[src/rtl/dma_chain_ctrl.sv]
module dma_chain_ctrl #(
  parameter int AW = 16,
  parameter int DW = 16,
  parameter int CW = 16
) (
  input  logic          clk,
  input  logic          rst_n,
  input  logic          cfg_we,
  input  logic [1:0]    cfg_sel,
  input  logic [DW-1:0] cfg_wdata,
  output logic [DW-1:0] cfg_rdata,
  output logic          bus_req,
  input  logic          grant_in,
  output logic          grant_out,
  output logic          bus_busy,
  output logic          mem_valid,
  output logic          mem_we,
  output logic [AW-1:0] mem_addr,
  output logic [DW-1:0] mem_wdata,
  input  logic [DW-1:0] mem_rdata,
  output logic          dev_rd,
  input  logic [DW-1:0] dev_rdata,
  output logic          dev_wr,
  output logic [DW-1:0] dev_wdata,
  output logic          irq
);

  typedef enum logic [1:0] {S_IDLE, S_REQ, S_XFER} st_t;

  st_t           state;
  logic [AW-1:0] cur_addr;
  logic [CW-1:0] words;
  logic          done, dir, ie, burst;

  wire idle = (state == S_IDLE);
  wire own  = (state == S_XFER);

  assign bus_req   = (state == S_REQ);
  assign bus_busy  = own;
  assign grant_out = grant_in & idle;
  assign irq       = done & ie;

  assign mem_valid = own;
  assign mem_we    = own & dir;
  assign mem_addr  = cur_addr;
  assign mem_wdata = dev_rdata;
  assign dev_rd    = own & dir;
  assign dev_wr    = own & ~dir;
  assign dev_wdata = mem_rdata;

  always_comb begin
    case (cfg_sel)
      2'd0:    cfg_rdata = DW'(cur_addr);
      2'd1:    cfg_rdata = DW'(words);
      2'd2:    cfg_rdata = DW'({burst, ie, dir, done});
      default: cfg_rdata = '0;
    endcase
  end

  always_ff @(posedge clk) begin
    if (!rst_n) begin
      state    <= S_IDLE;
      cur_addr <= '0;
      words    <= '0;
      done     <= 1'b0;
      dir      <= 1'b0;
      ie       <= 1'b0;
      burst    <= 1'b0;
    end else begin
      if (cfg_we && idle) begin
        case (cfg_sel)
          2'd0: cur_addr <= cfg_wdata[AW-1:0];
          2'd1: words    <= cfg_wdata[CW-1:0];
          2'd2: begin
            dir   <= cfg_wdata[1];
            ie    <= cfg_wdata[2];
            burst <= cfg_wdata[3];
            done  <= cfg_wdata[7] && (words == '0);
            if (cfg_wdata[7] && (words != '0)) state <= S_REQ;
          end
          default: ;
        endcase
      end
      case (state)
        S_REQ:  if (grant_in) state <= S_XFER;
        S_XFER: begin
          cur_addr <= cur_addr + 1'b1;
          words    <= words - 1'b1;
          if (words == CW'(1)) begin
            state <= S_IDLE;
            done  <= 1'b1;
          end else if (!burst) begin
            state <= S_REQ;
          end
        end
        default: ;
      endcase
    end
  end

endmodule

[config.mk]
export PLATFORM = sky130hd
export DESIGN_NAME = dma_chain_ctrl
export DESIGN_NICKNAME = d
export VERILOG_FILES = /design/src/rtl/dma_chain_ctrl.sv
export SDC_FILE = /design/constraint.sdc
export NUM_CORES = 1
export LEC_CHECK = 0
export BUFFER_PORTS_ARGS = -buffer_cell sky130_fd_sc_hd__buf_2
export CAP_MARGIN = 40
export CORE_ASPECT_RATIO = 0.6
export CORE_MARGIN = 2
export CORE_UTILIZATION = 25
export DETAILED_ROUTE_END_ITERATION = 6
export SLEW_MARGIN = 20
export SYNTH_ARGS = -nofsm -noshare
export SYNTH_HDL_FRONTEND = slang
export SYNTH_SLANG_ARGS = --single-unit
[constraint.sdc]
create_clock -name clk -period 1.83 [get_ports clk]
set_clock_uncertainty 0.05 [all_clocks]
set_input_delay 0.2745 -clock clk [delete_from_list [all_inputs] [get_ports clk]]
set_output_delay 0.2745 -clock clk [all_outputs]
set_load 0.005 [all_outputs]
# Word level (Yosys, flattened, before mapping)
# Index checks and enable logic that the tools add are counted.
dict set report word_totals {
  regBits 38
  output_inout_bits 72
  word_cells 50
}
dict set report op_classes {
  add_sub_neg 2
  n_eq_ne 5
  mux 18
  n_bitwise 5
  n_reduce_logical 13
}
# operator n
set op_table {}
lappend op_table {{two-way mux 16 bit} 6}
lappend op_table {{one-hot mux 16 bit (3 select lines)} 1}
lappend op_table {{adder 16 x 1 -> 16 bit, second input constant} 1}
lappend op_table {{equality test 16 x 1 -> 1 bit, second input constant} 1}
lappend op_table {{logical NOT 16 bit} 1}
lappend op_table {{nonzero test 16 bit} 1}
lappend op_table {{subtractor 16 x 1 -> 16 bit, second input constant} 1}
lappend op_table {{two-way mux 2 bit} 6}
lappend op_table {{AND reduction 2 bit} 3}
lappend op_table {{nonzero test 2 bit} 3}
lappend op_table {{bitwise AND 1 bit} 4}
lappend op_table {{equality test 2 x 1 -> 1 bit, second input constant} 2}
lappend op_table {{equality test 2 bit, second input constant} 2}
lappend op_table {{logical NOT 2 bit} 2}
lappend op_table {{two-way mux 1 bit} 4}
lappend op_table {{one-hot mux 2 bit (2 select lines)} 1}
lappend op_table {{logical AND 1 bit} 3}
lappend op_table {{inverter 1 bit} 1}

# Longest topological paths before layout
# Gate-level depths: netlist (run 1).
dict set report logic_depth {
  word_depth 8
  mapped_depth 8
  mapped_depth_nobuf 6
}

# Worst setup path before layout (run 1)
# OpenSTA, ideal clock, no wires.
dict set report synth_timing {
  kind {reg2reg}
  startpoint {reg words[0]}
  endpoint {reg words[14]}
  setup_time_ps 120
  arrival_ps 1863
  required_time_ps 1660
  slack_ps -202
  path_stages_with_launch 7
  synth_period_minus_slack_ps 2032
  path_cell_list {dfxtp_1 -> inv_1 -> ha_1 -> or4b_2 -> nor3_1 -> a21oi_1 -> o31a_1}
}
dict set report synth_via {
  elab_chain_cells 2
}
# element line_no
set synth_rtl {}
lappend synth_rtl {{start: declaration} 32} ;# logic [CW-1:0] words;
lappend synth_rtl {{start signal: assignment} 73} ;# 2'd1: words <= cfg_wdata[CW-1:0];
lappend synth_rtl {{start signal: assignment} 88} ;# words <= words - 1'b1;
lappend synth_rtl {{subtractor 16 x 1 -> 16 bit} 88}
lappend synth_rtl {{two-way mux 16 bit} 84} ;# case (state)
# No other way between the ends.
# A chain may end at the register's enable or synchronous reset.

# Worst setup path after layout (run 1)
dict set report layout_timing {
  startpoint {reg words[8]}
  endpoint {reg words[13]}
}
# Same word-level chain as after synthesis.

==> results of run 1 <==
## worst max-delay path by stage
stage,start,to,slack [ns],cells after the start
after floorplan,words[5]$_SDFFE_PN0P_,words[13]$_SDFFE_PN0P_,-0.006,4
after global placement,state[0]$_SDFF_PN0_,mem_addr[13]$_SDFFE_PN0P_,0.02,7
after detailed placement,state[0]$_SDFF_PN0_,mem_addr[13]$_SDFFE_PN0P_,-0.09,7
after CTS,state[0]$_SDFF_PN0_,dev_wr,0.002,6
after global routing,words[8]$_SDFFE_PN0P_,words[11]$_SDFFE_PN0P_,-0.06,5
final,words[8]$_SDFFE_PN0P_,words[13]$_SDFFE_PN0P_,-0.002,4
## power groups by stage
stage	sequential, W	combinational (W)	clock [W]
6_report	0.000920	0.000754	0.000880
5_1_grt	0.000924	0.000803	0.000928
4_1_cts	0.000915	0.000699	0.000890
3_5_place_dp	0.000931	0.000663	0
3_3_place_gp	0.000929	0.000656	0
2_1_floorplan	0.000935	0.000403	0
## cell families after synthesis
group                    Yosys count  share of synthesized area, %
AND/OR/NAND/NOR                  133                          24.0
adder cells (fa/ha/maj)            6                          2.65
XOR/XNOR                           1                         0.309
flip-flops                        38                          26.8
buffers and inverters             68                          13.6
AO/OA/AOI/OAI                     93                          22.6
multiplexers                      28                          9.96
## area by class of cell
class / count / area (um2) / area share [%]
clock buffers: 6 / 139 / 3.62
inverters: 11 / 43.8 / 1.14
multi-input cells: 261 / 1830 / 47.6
flip-flops and latches: 38 / 766 / 20.0
well taps: 144 / 180 / 4.70
repair buffers: 132 / 881 / 23.0
## worst max-delay path, cell delays in order (launching register included)
cell and delay [ns]:
dfxtp_2 0.32, or4_4 0.56, nand4bb_4 0.25, o311a_4 0.32, o31a_1 0.23
## state kept, by name, indices dropped and copies added, names as in the netlist
name	flops
burst	1
ie	1
mem_addr	16
done	1
words	16
state	2
dir	1
## synth_stat cells (all sizes together) (5+ instances only)
| master | count |
|---|---|
| nor2 | 38 |
| mux2i | 26 |
| a21oi | 21 |
| buf | 38 |
| a31oi | 5 |
| nand4 | 6 |
| dfxtp | 38 |
| o311ai | 6 |
| nand3 | 12 |
| clkbuf | 19 |
| ha | 6 |
| nand2 | 31 |
| inv | 10 |
| nor4 | 10 |
| and2 | 6 |
| o21ai | 18 |
## through the flow
stage / hold WS [ns] / setup TNS (ns) / power, W / instance area (um2) / utilization (%)
after floorplan: 0.368 / -0.00576 / 0.00134 / 2890 / -
after CTS: 0.217 / 0 / 0.00250 / 3730 / 33.3
after global placement: 0.445 / 0 / 0.00158 / 3520 / 31.5
final: 0.226 / -0.00367 / 0.00255 / 3840 / 34.3
after global routing: 0.237 / -0.101 / 0.00265 / 3840 / 34.3
after detailed placement: 0.457 / -0.432 / 0.00159 / 3520 / 31.5
## metal layers
| layer | up-vias | part of all wire [%] | GRT usage, % |
|---|---|---|---|
| met5 | - | 0 | 0 |
| met2 | 185 | 42 | 24.7 |
| met1 | 1554 | 46 | 25.9 |
| met3 | 18 | 10 | 5.19 |
| li1 | 1490 | - | - |
| met4 | 0 | 1.3 | 5.09 |
## timing repair
action | 4_1_cts | 5_1_grt
endpoints found under the setup margin | 24 | 22
hold buffers | 0 | 0
pin swaps | 5 | 2
resized for setup | 13 | 23
buffers inserted | 1 | 5
==> reports/metrics.yaml, run 1 <==
status: "complete, but fails checks"
violations: "negative setup slack"
cts_tree: "done"
hp-start: "cfg_wdata[1]"
worst_slack_ns: -0.00188
finalHoldViolCount: 0
end_kind: "register"
dp_hpwl_um: 8420
yosysTopAreaCell: "dfxtp_1"
min_path_cells: 3
grt_pass1_wl_um: 16600
instances_no_fill: 592
yosysUniqueCellTypes: 60
firstDrtPassIters: 5
max-slew-margin-rel_pct: 66.4
diodes: 0
fin_crit_ns: 1.83
fillCellCount: 1199
synth_edf_count: 0
syn-num-nets: 427
synth_warnings: 0
hp-class: "input pin to register"
antenna_found_initial: 0
r2r-end: "words[13]$_SDFFE_PN0P_"
maxCapViolations: 0
swShare_pct: 30.9
dieWidth_um: 142
synth_area_per_cell_um2: 7.73
track_usage_pct: 17.6
syn_to_final_growth_pct: 35.2
grt_max_degree: 19
reg2reg_slack_ns: -0.002
drive_gt1_share_pct: 37.5
power.share.sequential_pct: 36.0
synthFlopType: "dfxtp_1"
ys_seq_area_share_pct: 26.8
critical_path.max_fanout: 4
gr-total-overflow: 0
core_um2: 11200
cts_max_level: 2
required_ns: 1.96
p_per_area_nw_per_um2: 666
slew_violations: 0
final_common_cell: "buf_4"
p_sw_w: 0.000788
clock-sinks: 38
rr_worst_depth: 4
pre_cts_slack_ns: -0.0871
critical_path_arrival_ns: 1.96
nets: 509
drtIter0Drc: 373
syn_area_um2: 2840
num_rows: 30
die_area_um2: 12200
cts_buffer_depth: 2
path_clk_slew_ns: 0.06
setup_viol: 2
numPortBuffers: 61
holdPathEnd: "dir$_SDFFE_PN0P_"
numCtsBuffers: 5
final_cell_mix: "65 x buf_4, 61 x buf_2, 37 x nor2_1"
drc: 0
wl_per_cell_um: 18.6
io_pins: 126
synth_top_area_share_pct: 26.8
r2r_start: "words[8]$_SDFFE_PN0P_"
die_h_um: 86.5
clkPwrFrac_pct: 34.5
antenna_left: 0
ir_drop_mv: 0.330
start_kind: "register"
grt_pass1_vias: 2961
ys_ff_latch: 38
ys_async_sr_fraction_pct: 0
clock.fmax_mhz: 546
synth.area.top_cells: "dfxtp_1 27%, mux2i_1 9.2%, buf_4 9.0%, nor2_1 5.0%, nand2_1 4.1%"
synthCells: 367
pwr-share-comb_pct: 29.5
place.gp.congestion: 0.936
p_int_w: 0.00177
grt_setup_unrepaired: "yes"
dr_total_vias: 3247
drt-total-wl_um: 11000
vias_per_cell: 5.48
power.leakage_nw: 1.68
dp_cells: 580
worstSetupPathType: "register to register"
root_buffer: "clkbuf_16"
period_share_pct: 100
max_slew.worst_pin.slew_ns: 0.500
start_util_pct: 25.4
insertion_delay_ns: 0.29
Power figures use the tool's default switching activity.
==> run 2, diff against run 1 <==
--- a/config.mk
+++ b/config.mk
@@ -9,8 +9,9 @@
 export CAP_MARGIN = 40
 export CORE_ASPECT_RATIO = 0.6
 export CORE_MARGIN = 2
-export CORE_UTILIZATION = 25
+export CORE_UTILIZATION = 43
 export DETAILED_ROUTE_END_ITERATION = 6
+export PLACE_DENSITY = 0.77
 export SLEW_MARGIN = 20
 export SYNTH_ARGS = -nofsm -noshare
 export SYNTH_HDL_FRONTEND = slang
==> run 2 against run 1 <==
  * The run still ends with negative setup slack left
  * Clock-buffer cell count up 1
  * Maximum frequency down 1.7%
  * Worst hold slack worse by 0.031 ns
  * Critical path depth up 3
  * Combinational power down 6.8%
  * First-iteration DRC count down 20%
  * Largest cell class unchanged
  * Highest routed layer unchanged
==> reports/metrics.yaml, run 2 (synthesis gave the netlist of run 1 again) <==
final_common_cell: "buf_4"
root_buffer: "clkbuf_8"
core_um2: 6250
slowest_stage: "dfxtp_1"
r2r-end: "state[0]$_SDFF_PN0_"
place_area_um2: 3420
holdPathEnd: "words[6]$_SDFFE_PN0P_"
vias_per_cell: 6.17
critPathBufInv: 2
io_pins: 126
finish.utilization_pct: 58.7
multi_input_area_um2: 1840
max-slew-margin-rel_pct: 74.8
start_util_pct: 45.4
max_slew.worst_pin.slew_ns: 0.378
path_clk_slew_ns: 0.08
clkPwrFrac_pct: 28.0
power.share.sequential_pct: 40.7
finalInstanceArea_um2: 3660
rr_worst_depth: 7
worst_slack_ns: -0.0338
slew_violations: 0
pwr-share-comb_pct: 31.3
antenna_found_initial: 0
min_path_cells: 3
crit_chain: "inv_2 -> ha_4 -> buf_6 -> nand2_1 -> or2_2 -> a211oi_1 -> a311o_1"
cp_slowest_stage_delay_ns: 0.32
grt_pass1_wl_um: 15800
grt_pass1_vias: 2978
numCtsBuffers: 5
status: "complete, but fails checks"
reg2reg_slack_ns: -0.03
dp_hpwl_um: 7490
wl_per_cell_um: 19.0
cts_max_level: 2
hp-start: "cfg_wdata[6]"
ir_drop_mv: 0.295
critical_path_arrival_ns: 2.06
drt-total-wl_um: 10000
p_int_w: 0.00152
antenna_left: 0
end_kind: "register"
cts_buffer_depth: 2
fillCellCount: 559
diodes: 0
dieWidth_um: 109
violations: "negative setup slack"
dr_total_vias: 3268
grt_max_degree: 25
drc: 0
required_ns: 2.02
clock-sinks: 38
cts_tree: "done"
final_cell_mix: "64 x buf_4, 61 x buf_2, 36 x nor2_1"
fin_crit_ns: 1.86
die_area_um2: 7290
track_usage_pct: 28.3
p_per_area_nw_per_um2: 613
hp-class: "input pin to register"
insertion_delay_ns: 0.31
finalHoldViolCount: 0
critical_path.max_fanout: 24
nets: 505
r2r_start: "state[0]$_SDFF_PN0_"
critPathTopFamily: "simple AND/OR/NAND/NOR gates"
holdBufCountCts: 0
critPathLaunch: "state[0]$_SDFF_PN0_"
swShare_pct: 32.5
grt_setup_unrepaired: "yes"
drive_gt1_share_pct: 38.6
gr-total-overflow: 0
syn_to_final_growth_pct: 29.1
die_h_um: 66.9
register_area_um2: 769
place.gp.congestion: 0.905
start_kind: "register"
firstDrtPassIters: 6
p_sw_w: 0.000731
period_share_pct: 102
worstSetupPathType: "register to register"
setup_viol: 1
numPortBuffers: 61
clock.fmax_mhz: 537
maxCapViolations: 0
pre_cts_slack_ns: -0.0786
drtIter0Drc: 298
fin_total_pwr_w: 0.00225
num_rows: 22
power.leakage_nw: 1.62
crit_cells: 7
-- run 2: changes by cell type in the layout (fill, tap and decap cells not counted), sizes merged --
| cell | delta |
|---|---|
| buf | -4 |
| clkbuf | +1 |
| clkinv | +1 |
-- run 2: how the worst max path moves through the flow --
stage / to
after CTS: mem_addr[12]$_SDFFE_PN0P_
after detailed placement: state[0]$_SDFF_PN0_
after floorplan: words[13]$_SDFFE_PN0P_
final: state[0]$_SDFF_PN0_
after global routing: state[0]$_SDFF_PN0_
after global placement: state[0]$_SDFF_PN0_
-- run 2: worst reg2reg max path, delay by kind of cell, from the launching register on --
family          cells  cell delay [ns]
buf+inv             2             0.34
simple gates        2             0.49
compound gates      2             0.39
fa+ha+maj           1             0.20
flops               1             0.32
-- run 2: through the flow --
step | TNS, ns | hold slack [ns] | cells
floorplan | -0.00576 | 0.368 | 367
global placement | -0.0535 | 0.445 | 518
detailed placement | -0.326 | 0.458 | 518
CTS | -0.123 | 0.205 | 527
global route | -0.269 | 0.218 | 530
finish | -0.0338 | 0.195 | 530
-- run 2: layout make-up --
| cell class | instances | share of cell area [%] |
|---|---|---|
| Inverter | 11 | 1.19 |
| Timing Repair Buffer | 128 | 22.4 |
| Tap cell | 84 | 2.87 |
| Clock inverter | 1 | 0.137 |
| Multi-Input combinational cell | 261 | 50.1 |
| Sequential cell | 38 | 21.0 |
| Clock buffer | 7 | 2.36 |
-- run 2: metal layers --
layer	vias up	routed length (um)	share of wire [%]	global-route usage, %
met1	1560	4540	45	40.0
met3	19	1080	11	6.56
met2	209	4280	43	42.3
li1	1480	-	-	-
met4	0	149	1.5	8.33
met5	-	0	0	0
-- run 2: repair_timing --
| item | CTS | global route |
|---|---|---|
| setup buffers | 1 | 3 |
| pin swaps | 2 | 5 |
| endpoints found under the setup margin | 14 | 31 |
| gates resized for setup | 8 | 31 |
-- run 2: power groups by stage --
stage / Combinational, W / Sequential [W] / Clock, W
final: 0.000703 / 0.000915 / 0.000630
after detailed placement: 0.000633 / 0.000930 / 0
after global routing: 0.000754 / 0.000920 / 0.000674
after CTS: 0.000642 / 0.000911 / 0.000629
after floorplan: 0.000403 / 0.000935 / 0
after global placement: 0.000620 / 0.000928 / 0
==> run 3, diff against run 2 <==
--- a/config.mk
+++ b/config.mk
@@ -5,11 +5,12 @@
 export SDC_FILE = /design/constraint.sdc
 export NUM_CORES = 1
 export LEC_CHECK = 0
+export ABC_AREA = 1
 export BUFFER_PORTS_ARGS = -buffer_cell sky130_fd_sc_hd__buf_2
 export CAP_MARGIN = 40
 export CORE_ASPECT_RATIO = 0.6
 export CORE_MARGIN = 2
-export CORE_UTILIZATION = 43
+export CORE_UTILIZATION = 44
 export DETAILED_ROUTE_END_ITERATION = 6
 export PLACE_DENSITY = 0.77
 export SLEW_MARGIN = 20
==> run 3 against run 2 <==
  * The flow now finishes without violations
  * Maximum frequency grew 4.8%
  * Sequential cell count is the same
  * Clock power grew 42%
  * Worst hold slack gained 0.0042 ns
  * Synthesized cell count grew 35%
  * Combinational power shrank 39%
  * Sequential share of layout area grew 1.4 points
  * Via count grew 3.9%
  * Design area shrank 7.3%
  * Core utilization shrank 7.5 points
  * Routed wire length shrank 6.0%
  * Largest cell class unchanged
==> reports/metrics.yaml, run 3 <==
grt_pass1_vias: 2806
clock.fmax_mhz: 562
drt-total-wl_um: 9440
ir_drop_mv: 0.415
hp-class: "input pin to register"
synth_warnings: 0
numCtsBuffers: 5
slowest_stage: "dfxtp_1"
diodes: 0
finalInstanceArea_um2: 3400
cp_common_cell: "inv_1"
setup_viol: 0
numPortBuffers: 61
critical_path.max_fanout: 21
dp_hpwl_um: 7000
critical_path_arrival_ns: 1.45
vias_per_cell: 5.50
power.leakage_nw: 1.56
root_buffer: "clkbuf_16"
core_um2: 6650
busiest_layer: "met2"
yosysTopAreaCell: "dfxtp_1"
start_kind: "register"
syn_area_um2: 3020
end_kind: "primary output"
dieWidth_um: 111
drc: 0
antenna_found_initial: 0
max-slew-margin-rel_pct: 75.0
pre_cts_slack_ns: 0.109
dr_total_vias: 3395
syn_to_final_growth_pct: 12.6
clock-sinks: 38
synth.area.top_cells: "dfxtp_1 25%, nand2_1 14%, buf_4 8.5%, inv_1 7.8%, nor2_1 7.5%"
synth_area_per_cell_um2: 6.11
drtIter0Drc: 295
die_h_um: 68.1
final_cell_mix: "114 x nand2_1, 63 x inv_1, 61 x buf_2"
num_rows: 23
fin_setup_tns_ns: 0
synthFlopType: "dfxtp_1"
place_area_um2: 3190
synthCells: 494
grt_pass1_wl_um: 14500
grt_max_degree: 42
syn-num-nets: 554
max_slew.worst_pin.slew_ns: 0.374
required_ns: 1.51
use_met2_pct: 36.6
grt_setup_unrepaired: "no"
insertion_delay_ns: 0.29
p_per_area_nw_per_um2: 656
drive_gt1_share_pct: 19.8
slew_violations: 0
cts_buffer_depth: 2
yosysUniqueCellTypes: 32
firstDrtPassIters: 5
grt_use_met3_pct: 5.40
worstSetupPathType: "register to primary output"
post-synth-top-count-cell: "nand2_1"
io_pins: 126
finalHoldViolCount: 0
ys_async_sr_fraction_pct: 0
worst_slack_ns: 0.0516
cp_slowest_stage_delay_ns: 0.31
die_area_um2: 7560
antenna_left: 0
start_util_pct: 45.4
cts_max_level: 2
ys_seq_area_share_pct: 25.2
track_usage_pct: 24.5
gr-total-overflow: 0
period_share_pct: 97.2
path_clk_slew_ns: 0.06
place.gp.congestion: 0.970
fin_crit_ns: 1.78
maxCapViolations: 0
synth_edf_count: 0
nets: 589
synth_top_area_share_pct: 25.2
wl_per_cell_um: 15.3
crit_chain: "inv_1 -> ha_2 -> buf_12 -> nand2_1 -> inv_1 -> buf_2"
met1_usage_pct: 35.9
ys_top_cells_by_count: "114 x nand2_1, 63 x inv_1, 60 x nor2_1"
cts_tree: "done"
ys_ff_latch: 38
status: "complete, no violations"
final_common_cell: "nand2_1"
[run 3: cell count changes after synthesis, moves of 10 or more]
cell / change
inv_1: +53
o22ai_1: +15
nand3_1: +29
nand2_1: +83
clkbuf_1: -13
nor4_1: -10
mux2i_1: -26
nor2_1: +22
[run 3: worst paths after layout]
kind                    startpoint                    end  cells past startpoint  slack (ns)
max            state[0]$_SDFF_PN0_                 mem_we                      6        0.05
min                   cfg_wdata[3]     burst$_SDFFE_PN0P_                      3        0.20
max reg2reg    state[0]$_SDFF_PN0_  words[7]$_SDFFE_PN0P_                      9        0.13
min reg2reg  words[0]$_SDFFE_PN0P_  words[0]$_SDFFE_PN0P_                      2        0.48
[run 3: report_power, final]
group	switching [W]	internal [W]	leakage, nW	total [W]
Sequential	0.0000434	0.000862	0.309	0.000905
Clock	0.000354	0.000541	0.0739	0.000895
Combinational	0.000276	0.000152	1.18	0.000428
Total	0.000673	0.00155	1.56	0.00223
[run 3: kinds of logic after synthesis]
| family | count (synthesis) | synth area share [%] |
|---|---|---|
| flops | 38 | 25.2 |
| simple gates | 237 | 34.6 |
| buf+inv | 114 | 19.1 |
| compound gates | 98 | 18.3 |
| fa+ha+maj | 6 | 2.49 |
| xor+xnor | 1 | 0.290 |
[run 3: cell type report]
type | instances | area [um2]
sequential | 38 | 761
tap | 87 | 109
clock inverter | 1 | 5.00
inverter | 67 | 256
multi-input combinational | 342 | 1680
fill | 641 | 3250
clock buffer | 7 | 143
timing repair buffer | 75 | 440
[run 3: critical path: cells and delay by family, from the launching register on]
family | cells | cell delay, ns
simple gates | 1 | 0.06
buf+inv | 4 | 0.48
flops | 1 | 0.31
fa+ha+maj | 1 | 0.30
[run 3: per-stage QoR]
stage	total power, W	instances	util (%)	hold WS, ns
2_1_floorplan	0.00125	494	-	0.363
3_3_place_gp	0.00133	605	48.1	0.446
3_5_place_dp	0.00134	605	48.1	0.445
4_1_cts	0.00221	616	50.6	0.196
5_1_grt	0.00232	617	51.1	0.210
6_report	0.00223	617	51.1	0.200
[run 3: routing by layer]
layer  routed length [um]  vias to the layer above
li1                     -                     1643
met1                 4400                     1562
met2                 4050                      177
met3                  887                       13
met4                  110                        0
met5                    0                        -
[run 3: repair_timing]
item,CTS,global route
gates cloned,0,1
resized for setup,1,3
buffers inserted,3,0
endpoints found under the setup margin,1,4
hold buffers,0,0
